===== config.mk =====
export PLATFORM = sky130hd
export DESIGN_NAME = lj_queue
export DESIGN_NICKNAME = d
export VERILOG_FILES = /design/src/rtl/lj_pkg.sv /design/src/rtl/lj_control.sv /design/src/rtl/lj_datapath.sv /design/src/rtl/lj_queue.sv
export SDC_FILE = /design/constraint.sdc
export NUM_CORES = 1
export LEC_CHECK = 0
export ABC_AREA = 0
export CORE_UTILIZATION = 40
export CTS_BUF_LIST = sky130_fd_sc_hd__clkbuf_8 sky130_fd_sc_hd__clkbuf_16
export CTS_CLUSTER_SIZE = 30
export DETAILED_ROUTE_END_ITERATION = 10
export DONT_BUFFER_PORTS = 1
export GPL_TIMING_DRIVEN = 0
export PLACE_DENSITY_LB_ADDON = 0.15
export SLEW_MARGIN = 25
export SYNTH_ARGS = -nofsm -noshare
export SYNTH_HDL_FRONTEND = slang
export SYNTH_SLANG_ARGS = --single-unit

===== constraint.sdc =====
create_clock -name clk -period 4 [get_ports clk]
set_clock_uncertainty 0.1 [all_clocks]
set_input_delay 0.8 -clock clk [delete_from_list [all_inputs] [get_ports clk]]
set_output_delay 0.8 -clock clk [all_outputs]
set_load 0.03 [all_outputs]

===== src/rtl/lj_pkg.sv =====
package lj_pkg;
  parameter int LJ_LINKS = 3;
  localparam int LJ_JOINTS = LJ_LINKS + 1;

  // Strobes from the control to the datapath: one load per link.
  typedef struct packed {
    logic [LJ_LINKS-1:0] load;
  } lj_strobe_t;
endpackage


===== src/rtl/lj_control.sv =====
module lj_control
  import lj_pkg::*;
(
  input  logic                 clk,
  input  logic                 rst,
  input  logic                 prodValid,
  input  logic                 consTake,
  input  logic [LJ_JOINTS-1:0] jointGo,
  output logic                 prodAccept,
  output logic                 consValid,
  output lj_strobe_t           strobe
);
  localparam int LAST = LJ_LINKS - 1;

  logic [LJ_LINKS-1:0]  linkFull;
  logic [LJ_LINKS-1:0]  linkFullNext;
  logic [LJ_JOINTS-1:0] fire;

  // Every joint decides from the link flags as they stand before the edge.
  for (genvar j = 0; j < LJ_JOINTS; j++) begin : g_joint
    if (j == 0) begin : g_entry
      assign fire[j] = prodValid & jointGo[j] & ~linkFull[0];
    end else if (j == LJ_JOINTS - 1) begin : g_exit
      assign fire[j] = consTake & jointGo[j] & linkFull[LAST];
    end else begin : g_mid
      assign fire[j] = jointGo[j] & linkFull[j-1] & ~linkFull[j];
    end
  end

  // A link fills when its upstream joint fires and empties when its
  // downstream joint fires. The two never coincide on one link.
  for (genvar i = 0; i < LJ_LINKS; i++) begin : g_flag
    assign linkFullNext[i] = (linkFull[i] & ~fire[i+1]) | fire[i];
  end

  always_ff @(posedge clk) begin
    if (rst) linkFull <= '0;
    else     linkFull <= linkFullNext;
  end

  assign prodAccept  = jointGo[0] & ~linkFull[0];
  assign consValid   = jointGo[LJ_JOINTS-1] & linkFull[LAST];
  assign strobe.load = fire[LJ_LINKS-1:0];

  AST_RESET_EMPTY: assert property (@(posedge clk)
    $past(rst) |-> linkFull == '0);

  AST_OCCUPANCY: assert property (@(posedge clk) disable iff (rst)
    !$past(rst) |-> int'($countones(linkFull)) ==
      int'($countones($past(linkFull))) + int'($past(prodValid & prodAccept))
      - int'($past(consValid & consTake)));

  for (genvar i = 1; i < LJ_LINKS; i++) begin : g_fill_chk
    AST_FILL_FROM_FULL: assert property (@(posedge clk) disable iff (rst)
      (!$past(rst) && $rose(linkFull[i])) |-> $past(linkFull[i-1]));
  end

  for (genvar i = 0; i < LJ_LINKS; i++) begin : g_drain_chk
    AST_DRAIN_NEEDS_GO: assert property (@(posedge clk) disable iff (rst)
      (!$past(rst) && $fell(linkFull[i])) |-> $past(jointGo[i+1]));
    AST_STALL_HOLDS: assert property (@(posedge clk) disable iff (rst)
      (!$past(rst) && !$past(jointGo[i]) && !$past(jointGo[i+1]))
        |-> $stable(linkFull[i]));
  end
endmodule


===== src/rtl/lj_datapath.sv =====
module lj_datapath
  import lj_pkg::*;
#(
  parameter int DATA_W = 8
) (
  input  logic              clk,
  input  logic              rst,
  input  lj_strobe_t        strobe,
  input  logic [DATA_W-1:0] prodData,
  output logic [DATA_W-1:0] consData
);
  logic [DATA_W-1:0] linkWord [LJ_LINKS];

  // Words carry no reset; a word is meaningful only while its link is full.
  for (genvar i = 0; i < LJ_LINKS; i++) begin : g_link
    logic [DATA_W-1:0] srcWord;
    if (i == 0) begin : g_head
      assign srcWord = prodData;
    end else begin : g_body
      assign srcWord = linkWord[i-1];
    end

    always_ff @(posedge clk) begin
      if (strobe.load[i]) linkWord[i] <= srcWord;
    end

    AST_WORD_ONLY_ON_LOAD: assert property (@(posedge clk) disable iff (rst)
      (!$past(rst) && !$past(strobe.load[i])) |-> $stable(linkWord[i]));
  end

  assign consData = linkWord[LJ_LINKS-1];
endmodule


===== src/rtl/lj_queue.sv =====
module lj_queue
  import lj_pkg::*;
#(
  parameter int DATA_W = 8
) (
  input  logic                 clk,
  input  logic                 rst,
  input  logic                 prodValid,
  input  logic [DATA_W-1:0]    prodData,
  output logic                 prodAccept,
  output logic                 consValid,
  output logic [DATA_W-1:0]    consData,
  input  logic                 consTake,
  input  logic [LJ_JOINTS-1:0] jointGo
);
  lj_strobe_t strobe;

  lj_control u_control (
    .clk        (clk),
    .rst        (rst),
    .prodValid  (prodValid),
    .consTake   (consTake),
    .jointGo    (jointGo),
    .prodAccept (prodAccept),
    .consValid  (consValid),
    .strobe     (strobe)
  );

  lj_datapath #(.DATA_W(DATA_W)) u_datapath (
    .clk      (clk),
    .rst      (rst),
    .strobe   (strobe),
    .prodData (prodData),
    .consData (consData)
  );
endmodule


After elaboration in Yosys (flattened, before gate mapping). Memories as Yosys holds them, arrays and structs flattened. Index checks and enable logic that the tools add are counted.

Muxes and demuxes: 9. Bitwise operators: 22. Reductions and logical operators: 1.

Operators with widths (count): $and 1x1->1 (13); $mux 8 (1); $reduce_or 8->1 (1); $mux 1 (7); $not 1->1 (6); $or 1x1->1 (3); $mux 2 (1).

Bits in registers: 3. RAM bits: 24. Input port bits: 16. Output and inout port bits: 10. Logic and storage cells: 34. Memories kept: 1.

Memory list: u_datapath.linkWord (depth 3, bits a word 8, rd ports 3, clocked after memory_dff 0, wr ports 2, line lj_datapath.sv:12) `logic [DATA_W-1:0] linkWord [LJ_LINKS];`.

Longest topological paths before layout. Gate-level depths: netlist (run 1).

Word-level depth: 6. Mapped depth: 2. Mapped depth without buffers: 2.

By module. From an unflattened synthesis (run 1), not the netlist that was laid out.

Cells, all modules: 43. Area, all modules: 895.9 um^2.

By module, submodules not included: lj_datapath (times used 1, cells an instance 24, area an instance 720.7 um^2, sequential area each 720.7 um^2); lj_control (times used 1, cells an instance 19, area an instance 175.2 um^2, sequential area each 60.1 um^2).

Worst setup path after synthesis (run 1). No wires, ideal clock.

Path type: input-to-output. Start: input jointGo[0]. End: output prodAccept. Arrival time: 1135 ps. Data required time: 3100 ps. Path slack: 1965 ps. Stages: 1. Buffers on the path: 0. Cell sequence: nor2b_2.

Cells in the longest elaborated chain, start to end: 1.

RTL lines: start: declaration (line lj_queue.sv:14) `input logic [LJ_JOINTS-1:0] jointGo`; $and 1x1->1 (line lj_control.sv:41) `assign prodAccept = jointGo[0] & ~linkFull[0];`; end: declaration (line lj_queue.sv:10) `output logic prodAccept,`.

Every way passes these cells.

Final worst setup path (run 1). Ends and elaborated chain as after synthesis.

==> results of run 1 <==
per-layer routing:
metal	share of wire, %	track usage (%)
met1	45	6.131
met2	42	10.88
met3	8.3	4.361
met4	4.1	10.29
met5	0	0
cells in the mapped netlist:
cell and n:
nand2b_1 2, dfxtp_1 3, nor2b_1 1, and3_1 1, and2_1 2, a21oi_1 1
nor2b_2 1, nor2_1 1, inv_1 2, a311oi_1 1, a31o_1 1, a32o_1 1
edfxtp_1 24, nor4bb_1 1
cell families after synthesis:
logic type             Yosys count  synth area share, %
AOI/OAI and AO/OA                4                3.693
buffers and inverters            2               0.8526
DFF                             27                88.64
and+or+nand+nor                  9                6.818
metrics by stage:
step           setup slack [ns]  power, mW  utilization (%)
2_1_floorplan             1.965     0.3333                -
3_3_place_gp              1.945     0.3347            45.24
3_5_place_dp              1.936     0.3354            45.24
4_1_cts                   1.936     0.4822            47.65
5_1_grt                   1.909     0.4913            47.65
6_report                  1.941     0.4769            47.65
worst min-delay path by stage:
stage | endpoint | slack [ns]
2_1_floorplan | u_datapath.linkWord[0][10] | 0.30
3_3_place_gp | u_datapath.linkWord[0][8] | 0.31
3_5_place_dp | u_datapath.linkWord[0][17] | 0.31
4_1_cts | u_datapath.linkWord[0][17] | 0.33
5_1_grt | u_datapath.linkWord[0][21] | 0.33
6_report | u_datapath.linkWord[0][10] | 0.32
sequential cells by signal, summed over array words and instances (netlist names):
register,count
u_datapath.linkWord,24
u_control.linkFull,3
power by group:
group	switching (mW)	internal, mW
Combinational	0.00672	0.00324
Clock	0.0777	0.0705
Sequential	0.00428	0.314
Total	0.0887	0.388
layout make-up:
type	instances	area [sq um]
Inverter	2	7.507
Tap cell	27	33.78
Fill cell	178	1059
Clock inverter	1	7.507
Sequential cell	27	780.7
Multi-Input combinational cell	13	92.59
Clock buffer	3	41.29
==> metrics.md, run 1 <==
| Metric | Value |
|---|---|
| CP Cell Sequence | nor2b_2 |
| Worst-margin pin slew | 0.5946 ns |
| DP HPWL | 652.5 um |
| Unrepaired setup endpoints after global routing | false |
| Max incr delay on CP | 0.36 ns |
| Clk sink count | 27 |
| Required @ worst endpoint | 3.10 ns |
| Commonest non-fill, non-tap cell in the layout | edfxtp_1 |
| WHS | 0.3240 ns |
| DP Area | 914.6 sq um |
| Vias | 340 |
| Worst setup EP type | output pin |
| Final setup violation count | 0 |
| Slowest CP cell | nor2b_2 |
| CP Class | input port to output pin |
| Clock latency on the worst-skew pair | 0.27 ns |
| Yosys warnings | 0 |
| R2R Path Start | u_control.linkFull[0] |
| Die area | 2394 sq um |
| Worst path depth | 1 |
| Largest net degree at the start of global routing | 17 |
| Clock transition at path regs | 0.09 ns |
| Initial DRC count | 6 |
| Worst Path Max Fanout | 3 |
| Crit path arrival time | 1.16 ns |
| Final period util | 51.47% |
| Number of max-cap violations | 0 |
| Cells after Synth | 42 |
| Pwr per Cell Area | 495.0 nW/um^2 |
| Setup Total Neg Slack | 0 ns |
| Worst Setup Start Kind | input port |
| Fin. max-slew vios | 0 |
| Post-layout net count | 63 |
| First-pass GRT wire length | 1.131 mm |
| Vias in the first global route | 263 |
| Setup bufs post-CTS | 0 |
| Worst Setup EP | prodAccept |
| H-tree depth | 1 |
| GP Congestion | 0.6634 |
| Netlist Area Pre-Place | 880.8 sq um |
| Max Fclk | 0.4857 GHz |
| Reg2reg path depth | 2 |
| Syn Area/Cell | 20.97 sq um |
| Hold Crit Start | u_datapath.linkWord[0][2] |
| Largest area contributor in the netlist | edfxtp_1 |
| DRC viols | 0 |
| Family with the most delay on the worst path | simple AND/OR/NAND/NOR gates |
| RR Endpoint | u_datapath.linkWord[0][4] |
| Routed WL | 852 um |
| ANT nets after route | 0 |
| Outcome | finished, final reports clean |
| IO Count | 26 |
| Flop-to-flop setup slack | 2.49 ns |
| # hold bufs at CTS | 0 |
| Cell area after layout | 963.4 sq um |
| Via/cell ratio | 4.658 |
| Leakage | 0.3067 nW |
| Clk buf depth | 2 |
| Commonest non-fill, non-tap cells in the layout | edfxtp_1 (24), clkbuf_8 (3), dfxtp_1 (3) |
| Mapped Nets | 58 |
| Min cycle time layout | 2.059 ns |
| Share of cells above drive strength 1 | 10.87% |
| # diodes | 0 |
| Die width | 48.93 um |
| CTS tree | done |
| CTS Buf Count | 3 |
| Total GRT Usage | 7.541% |
| Synth-to-layout area growth | 9.375% |
| Initial Utilization | 43.56% |
| Distinct cell type count after synthesis | 14 |
| Floorplan row count | 16 |
| Placed cells | 69 |
| Post-CTS sizing | 0 |
| Clk root buf | clkbuf_8 |
| First drt pass iteration count | 3 |
| Routed len/inst | 11.67 um |
| Die H | 48.93 um |
| Setup crit start | jointGo[0] |
| Synth area leaders | edfxtp_1 (82%), dfxtp_1 (6.8%), and2_1 (1.4%) |
| Sequential area share after synthesis | 88.64% |
| PortBufs | 0 |
| Top cell type's share of synthesized area | 81.82% |
| Fin cells | 73 |
| Hold depth | 0 |
| Register bit count reported by yosys | 27 |
| Hold Vio Cnt, Final | 0 |
| Peak VDD IR | 0.2707 mV |
| Slew margin rel. | 60.21% |
| Initial antenna violation count | 0 |
| Hold Path Class | register to register |
| Total gr overflow | 0 |
| Core ar. | 2022 sq um |
| Buf/Inv on CP | 0 |
Note: power is estimated with default switching activity, not from simulation.
==> run 2: changes to the inputs <==
--- a/config.mk
+++ b/config.mk
@@ -5,7 +5,7 @@
 export SDC_FILE = /design/constraint.sdc
 export NUM_CORES = 1
 export LEC_CHECK = 0
-export ABC_AREA = 0
+export ABC_AREA = 1
 export CORE_UTILIZATION = 40
 export CTS_BUF_LIST = sky130_fd_sc_hd__clkbuf_8 sky130_fd_sc_hd__clkbuf_16
 export CTS_CLUSTER_SIZE = 30
==> constraint.sdc (replaced) <==
create_clock -name clk -period 2.13 [get_ports clk]
set_clock_uncertainty 0.1 [all_clocks]
set_input_delay 0.426 -clock clk [delete_from_list [all_inputs] [get_ports clk]]
set_output_delay 0.426 -clock clk [all_outputs]
set_load 0.03 [all_outputs]
==> run 2 against run 1 <==
Effect of this change:
- area after synthesis up 0.14%
- utilization up 0.062 points
- worst setup slack worse by 1.4 ns
- routed wire length up 0.59%
- total power is 87% higher
- critical endpoint unchanged
==> metrics.md, run 2 <==
| Metric | Value |
|---|---|
| Primary FF master, synth | edfxtp_1 |
| Die width | 48.96 um (about the same) |
| Final setup violation count | 0 (unchanged) |
| Hold Crit Start | rst |
| Netlist Area Pre-Place | 882.1 sq um (+0.14%) |
| Share of cells above drive strength 1 | 9.615% (-1.3 points) |
| Initial DRC count | 7 (+1) |
| CTS tree | done |
| Family with the most delay on the worst path | simple AND/OR/NAND/NOR gates |
| Initial antenna violation count | 0 (unchanged) |
| Final period util | 74.56% |
| Die H | 48.96 um (about the same) |
| ANT nets after route | 0 (unchanged) |
| R2R Path Start | u_control.linkFull[0] |
| Worst Path Max Fanout | 5 (+2) |
| Register bit count reported by yosys | 27 (unchanged) |
| Routed WL | 857 um (+0.59%) |
| Commonest non-fill, non-tap cell in the layout | edfxtp_1 |
| Fin. max-slew vios | 0 (unchanged) |
| H-tree depth | 1 (unchanged) |
| Leakage | 0.3454 nW (+13%) |
| Clk root buf | clkbuf_8 |
| Floorplan row count | 16 (unchanged) |
| Commonest non-fill, non-tap cells in the layout | edfxtp_1 (24), inv_1 (7), nand2_1 (5) |
| Initial Utilization | 43.63% (+0.062 points) |
| Setup bufs post-CTS | 0 (unchanged) |
| Ys async rst share | 0% (unchanged) |
| Total gr overflow | 0 (unchanged) |
| Routed len/inst | 10.85 um (-7.1%) |
| Distinct cell type count after synthesis | 9 (-5) |
| Top cell type's share of synthesized area | 81.70% (-0.12 points) |
| IO Count | 26 (unchanged) |
| First drt pass iteration count | 3 (unchanged) |
| Buf/Inv on CP | 0 (unchanged) |
| Unrepaired setup endpoints after global routing | false |
| Flop-to-flop setup slack | 0.75 ns (-1.74 ns) |
| Syn Area/Cell | 18.38 sq um (-12%) |
| Post-layout net count | 69 (+9.5%) |
| GP Congestion | 0.6686 (+0.78%) |
| Clk buf depth | 2 (unchanged) |
| Via/cell ratio | 4.392 (-5.7%) |
| CP Class | register to output pin |
| Most flops, register | u_datapath.linkWord |
| Peak VDD IR | 0.6162 mV (+130%) |
| Count leader, synth | edfxtp_1 |
| Largest area contributor in the netlist | edfxtp_1 |
| Worst Setup Start Kind | register |
| Outcome | finished, final reports clean |
| Largest register FFs | 24 (unchanged) |
| Setup crit start | u_control.linkFull[0] |
| EDFF count, synth | 24 (unchanged) |
| Mapped Nets | 64 (+10%) |
| Die area | 2397 sq um (+0.14%) |
| Vias in the first global route | 320 (+22%) |
| CP Cell Sequence | nor2_1 |
| Clk sink count | 27 (unchanged) |
| Clock transition at path regs | 0.08 ns (about the same) |
| Core ar. | 2022 sq um (unchanged) |
| Synth-to-layout area growth | 9.362% (about the same) |
| Sequential area share after synthesis | 88.51% (-0.13 points) |
| First-pass GRT wire length | 1.324 mm (+17%) |
| Top cells by count, synth | edfxtp_1 (24), inv_1 (7), nand2_1 (5) |
| Worst-margin pin slew | 0.5995 ns (+0.004923 ns) |
| Yosys warnings | 0 (unchanged) |
| Clock latency on the worst-skew pair | 0.26 ns (about the same) |
| Slew margin rel. | 59.89% (-0.33 points) |
| # hold bufs at CTS | 0 (unchanged) |
| Max incr delay on CP | 0.45 ns (+0.09 ns) |
| Total GRT Usage | 7.698% (+0.16 points) |
| Max Fclk | 0.6297 GHz |
| WHS | 0.1232 ns (-0.2008 ns) |
| Setup Total Neg Slack | 0 ns (unchanged) |
| Crit path arrival time | 1.06 ns (-0.10 ns) |
| PortBufs | 0 (unchanged) |
| Hold Path Class | input port to register |
| Required @ worst endpoint | 1.60 ns (-1.50 ns) |
| Hold Vio Cnt, Final | 0 (unchanged) |
| # diodes | 0 (unchanged) |
| Synth area leaders | edfxtp_1 (82%), dfxtp_1 (6.8%), inv_1 (3.0%) |
| Min cycle time layout | 1.588 ns |
| Biggest registers after layout | u_datapath.linkWord: 24 flops, u_control.linkFull: 3 flops |
| Pwr per Cell Area | 923.2 nW/um^2 (+87%) |
| Post-CTS sizing | 0 (unchanged) |
| Worst setup EP type | output pin |
| Largest net degree at the start of global routing | 17 (unchanged) |
| Vias | 347 (+2.1%) |
| DRC viols | 0 (unchanged) |
| CTS Buf Count | 3 (unchanged) |
| Cells after Synth | 48 (+14%) |
| Slowest CP cell | nor2_1 |
| Number of max-cap violations | 0 (unchanged) |
## run 2: cell count changes after synthesis, moves of 2 or more
cell / previous run / this run
and2_1: 2 / 0
a21oi_1: 1 / 3
nand2_1: 0 / 5
nand2b_1: 2 / 0
inv_1: 2 / 7
nor2_1: 1 / 3
## run 2: power by group
group,switching [mW],internal [mW]
Clock,0.139,0.132
Combinational,0.0137,0.00551
Sequential,0.00939,0.591
## run 2: layout make-up
cell class / instances / area, sq um
fill: 181 / 1057
sequential: 27 / 780.7
multi-input combinational: 14 / 75.07
clock buffer: 3 / 41.29
tap: 27 / 33.78
inverter: 7 / 26.28
clock inverter: 1 / 7.507
## run 2: layer usage
| layer | vias to the layer above | global-route usage, % | routed length, um |
|---|---|---|---|
| li1 | 176 | - | - |
| met5 | - | 0 | 0 |
| met2 | 20 | 12.04 | 410 |
| met1 | 151 | 9.168 | 401 |
| met3 | 0 | 2.804 | 45 |
| met4 | 0 | 4.412 | 0 |
## run 2: kinds of logic (layout without fill, tap and decap cells)
logic type / count (synthesis) / after routing / share of synthesized area, %
AOI/OAI and AO/OA: 4 / 4 / 2.268
buffers and inverters: 7 / 11 / 2.979
DFF: 27 / 27 / 88.51
and+or+nand+nor: 10 / 10 / 6.241
## run 2: through the flow
step / instances / utilization [%] / worst slack, ns / instance area (sq um) / total power [mW]
2_1_floorplan: 48 / - / 0.7561 / 882.1 / 0.6273
3_3_place_gp: 75 / 45.30 / 0.7345 / 915.9 / 0.6301
3_5_place_dp: 75 / 45.30 / 0.7343 / 915.9 / 0.6324
4_1_cts: 79 / 47.71 / 0.5258 / 964.7 / 0.8993
5_1_grt: 79 / 47.71 / 0.4942 / 964.7 / 0.9251
6_report: 79 / 47.71 / 0.5419 / 964.7 / 0.8906
## run 2: path summary, 6_finish.rpt
kind | to | cells after the start
min | u_control.linkFull[2] | 1
max | prodAccept | 1
max reg2reg | u_datapath.linkWord[0][11] | 2
min reg2reg | u_datapath.linkWord[0][9] | 0
==> run 3: changes to the inputs <==
==> constraint.sdc (replaced) <==
create_clock -name clk -period 1.5 [get_ports clk]
set_clock_uncertainty 0.1 [all_clocks]
set_input_delay 0.3 -clock clk [delete_from_list [all_inputs] [get_ports clk]]
set_output_delay 0.3 -clock clk [all_outputs]
set_load 0.03 [all_outputs]
==> run 3 against run 2 <==
Effect of this change:
- worst setup slack worse by 0.40 ns
- sequential power up 42%
- worst hold slack worse by 0.092 ns
- utilization up 0.74 points
- clock power up 42%
- non-clock buffer count up 1
- via count up 2.6%
- global-route usage up 0.14 points
- clock-buffer cell count unchanged
- final area up 1.6%
- register-to-register slack worse by 0.49 ns
- highest routed layer unchanged
==> metrics.md, run 3 (synthesized netlist as in run 2, its figures left out) <==
| Metric | Value |
|---|---|
| Worst setup margin | 0.1411 ns (-0.4008 ns) |
| Clk buf depth | 2 (unchanged) |
| Final setup violation count | 0 (unchanged) |
| First-pass GRT wire length | 1.352 mm (+2.1%) |
| Worst-margin pin slew | 0.3812 ns (-0.2183 ns) |
| Commonest non-fill, non-tap cells in the layout | edfxtp_1 (24), inv_1 (7), nand2_1 (5) |
| Leakage | 0.3492 nW (+1.1%) |
| ANT nets after route | 0 (unchanged) |
| # diodes | 0 (unchanged) |
| Worst Path Max Fanout | 5 (unchanged) |
| Initial Utilization | 43.63% (unchanged) |
| Fin. max-slew vios | 0 (unchanged) |
| Vias | 356 (+2.6%) |
| Setup Total Neg Slack | 0 ns (unchanged) |
| CTS Buf Count | 3 (unchanged) |
| Share of cells above drive strength 1 | 13.21% (+3.6 points) |
| Total GRT Usage | 7.834% (+0.14 points) |
| Clock transition at path regs | 0.08 ns (about the same) |
| Via/cell ratio | 4.450 (+1.3%) |
| Die H | 48.96 um (unchanged) |
| Die area | 2397 sq um (unchanged) |
| Pre-CTS setup slack | 0.1386 ns (-0.5956 ns) |
| Unrepaired setup endpoints after global routing | false |
| WL met2 | 446 um (+8.8%) |
| Worst path depth | 1 (unchanged) |
| Synth-to-layout area growth | 11.06% |
| Largest register FFs | 24 (unchanged) |
| Outcome | finished, final reports clean |
| Worst setup EP type | output pin |
| DRC viols | 0 (unchanged) |
| Pwr per Cell Area | 1296 nW/um^2 (+40%) |
| Filler instances | 179 (-1.1%) |
| Total gr overflow | 0 (unchanged) |
| Max incr delay on CP | 0.36 ns (-0.09 ns) |
| Top Layer Used | met3 |
| Initial DRC count | 5 (-2) |
| Final period util | 90.59% |
| Clk sink count | 27 (unchanged) |
| First drt pass iteration count | 2 (-1) |
| Reg2reg path depth | 2 (unchanged) |
| Slowest CP cell | dfxtp_1 |
| Commonest non-fill, non-tap cell in the layout | edfxtp_1 |
| Hold depth | 0 (-1) |
| M1 wire length | 410 um (+2.2%) |
| Post-layout net count | 70 (+1.4%) |
| Number of max-cap violations | 0 (unchanged) |
| Clock latency on the worst-skew pair | 0.26 ns (about the same) |
| IO Count | 26 (unchanged) |
| CTS tree | done |
| Buf/Inv on CP | 0 (unchanged) |
| Final core utilization | 48.45% (+0.74 points) |
| Biggest registers after layout | u_datapath.linkWord: 24 flops, u_control.linkFull: 3 flops |
| Required @ worst endpoint | 1.10 ns (-0.50 ns) |
| Family with the most delay on the worst path | flip-flops |
| Core ar. | 2022 sq um (unchanged) |
| GP Congestion | 0.6686 (unchanged) |
| CP Class | register to output pin |
| Initial antenna violation count | 0 (unchanged) |
| Most flops, register | u_datapath.linkWord |
| Largest net degree at the start of global routing | 17 (unchanged) |
| H-tree depth | 1 (unchanged) |
| Max Fclk | 0.7359 GHz |
| Vias in the first global route | 329 (+2.8%) |
| Crit path arrival time | 0.96 ns (-0.10 ns) |
| Met3 WL post-DR | 45 um (unchanged) |
| Floorplan row count | 16 (unchanged) |
| Slew margin rel. | 74.56% (+15 points) |
| Hold Vio Cnt, Final | 0 (unchanged) |
| Die width | 48.96 um (unchanged) |
| Worst Setup Start Kind | register |
| Routed len/inst | 11.26 um (+3.8%) |
| Hold Path Class | input port to register |
| PortBufs | 0 (unchanged) |
| CP Cell Sequence | nor2_2 |
| Clk root buf | clkbuf_8 |
| Peak VDD IR | 0.8748 mV (+42%) |
| Min cycle time layout | 1.359 ns |
| Routed WL | 901 um (+5.1%) |
-- run 3: final timing paths --
check	endpoint	startpoint	slack, ns
worst min-delay path	u_datapath.linkWord[0][1]	prodData[1]	0.03
worst max register to register	u_datapath.linkWord[0][11]	u_control.linkFull[0]	0.26
worst max-delay path	prodAccept	u_control.linkFull[0]	0.14
worst min register to register	u_datapath.linkWord[0][9]	u_datapath.linkWord[0][1]	0.33
-- run 3: repair_timing --
item | CTS | global route
gates resized for setup | 0 | 2
endpoints found under the setup margin | 0 | 9
hold endpoints to repair | 2 | 0
setup buffers | 0 | 0
hold buffers | 1 | 0
-- run 3: routing by layer --
layer  GRT usage [%]  vias to the layer above
met5               0                        -
met4           4.412                        0
met3           2.804                        0
met2           12.27                       20
met1           9.382                      158
li1                -                      178
-- run 3: per-stage QoR --
step	hold WS, ns	instances	instance area, sq um	power [mW]
3_3_place_gp	0.2707	75	915.9	0.8947
3_5_place_dp	0.2720	75	915.9	0.8980
4_1_cts	0.02634	80	974.7	1.280
6_report	0.03120	80	979.7	1.269
2_1_floorplan	0.2691	48	882.1	0.8908
5_1_grt	0.01277	80	979.7	1.318
-- run 3: cell type report --
class | instances | area, sq um | share of cell area (%)
Sequential cell | 27 | 780.7 | 79.69
Multi-Input combinational cell | 14 | 80.08 | 8.174
Clock buffer | 3 | 41.29 | 4.215
Tap cell | 27 | 33.78 | 3.448
Inverter | 7 | 26.28 | 2.682
Timing Repair Buffer | 1 | 10.01 | 1.022
Clock inverter | 1 | 7.507 | 0.7663
-- run 3: power by group --
part | internal [mW] | total [mW] | switching, mW
registers | 0.839 | 0.853 | 0.0138
clock network | 0.187 | 0.385 | 0.198
logic | 0.0101 | 0.0318 | 0.0217
total | 1.04 | 1.27 | 0.233
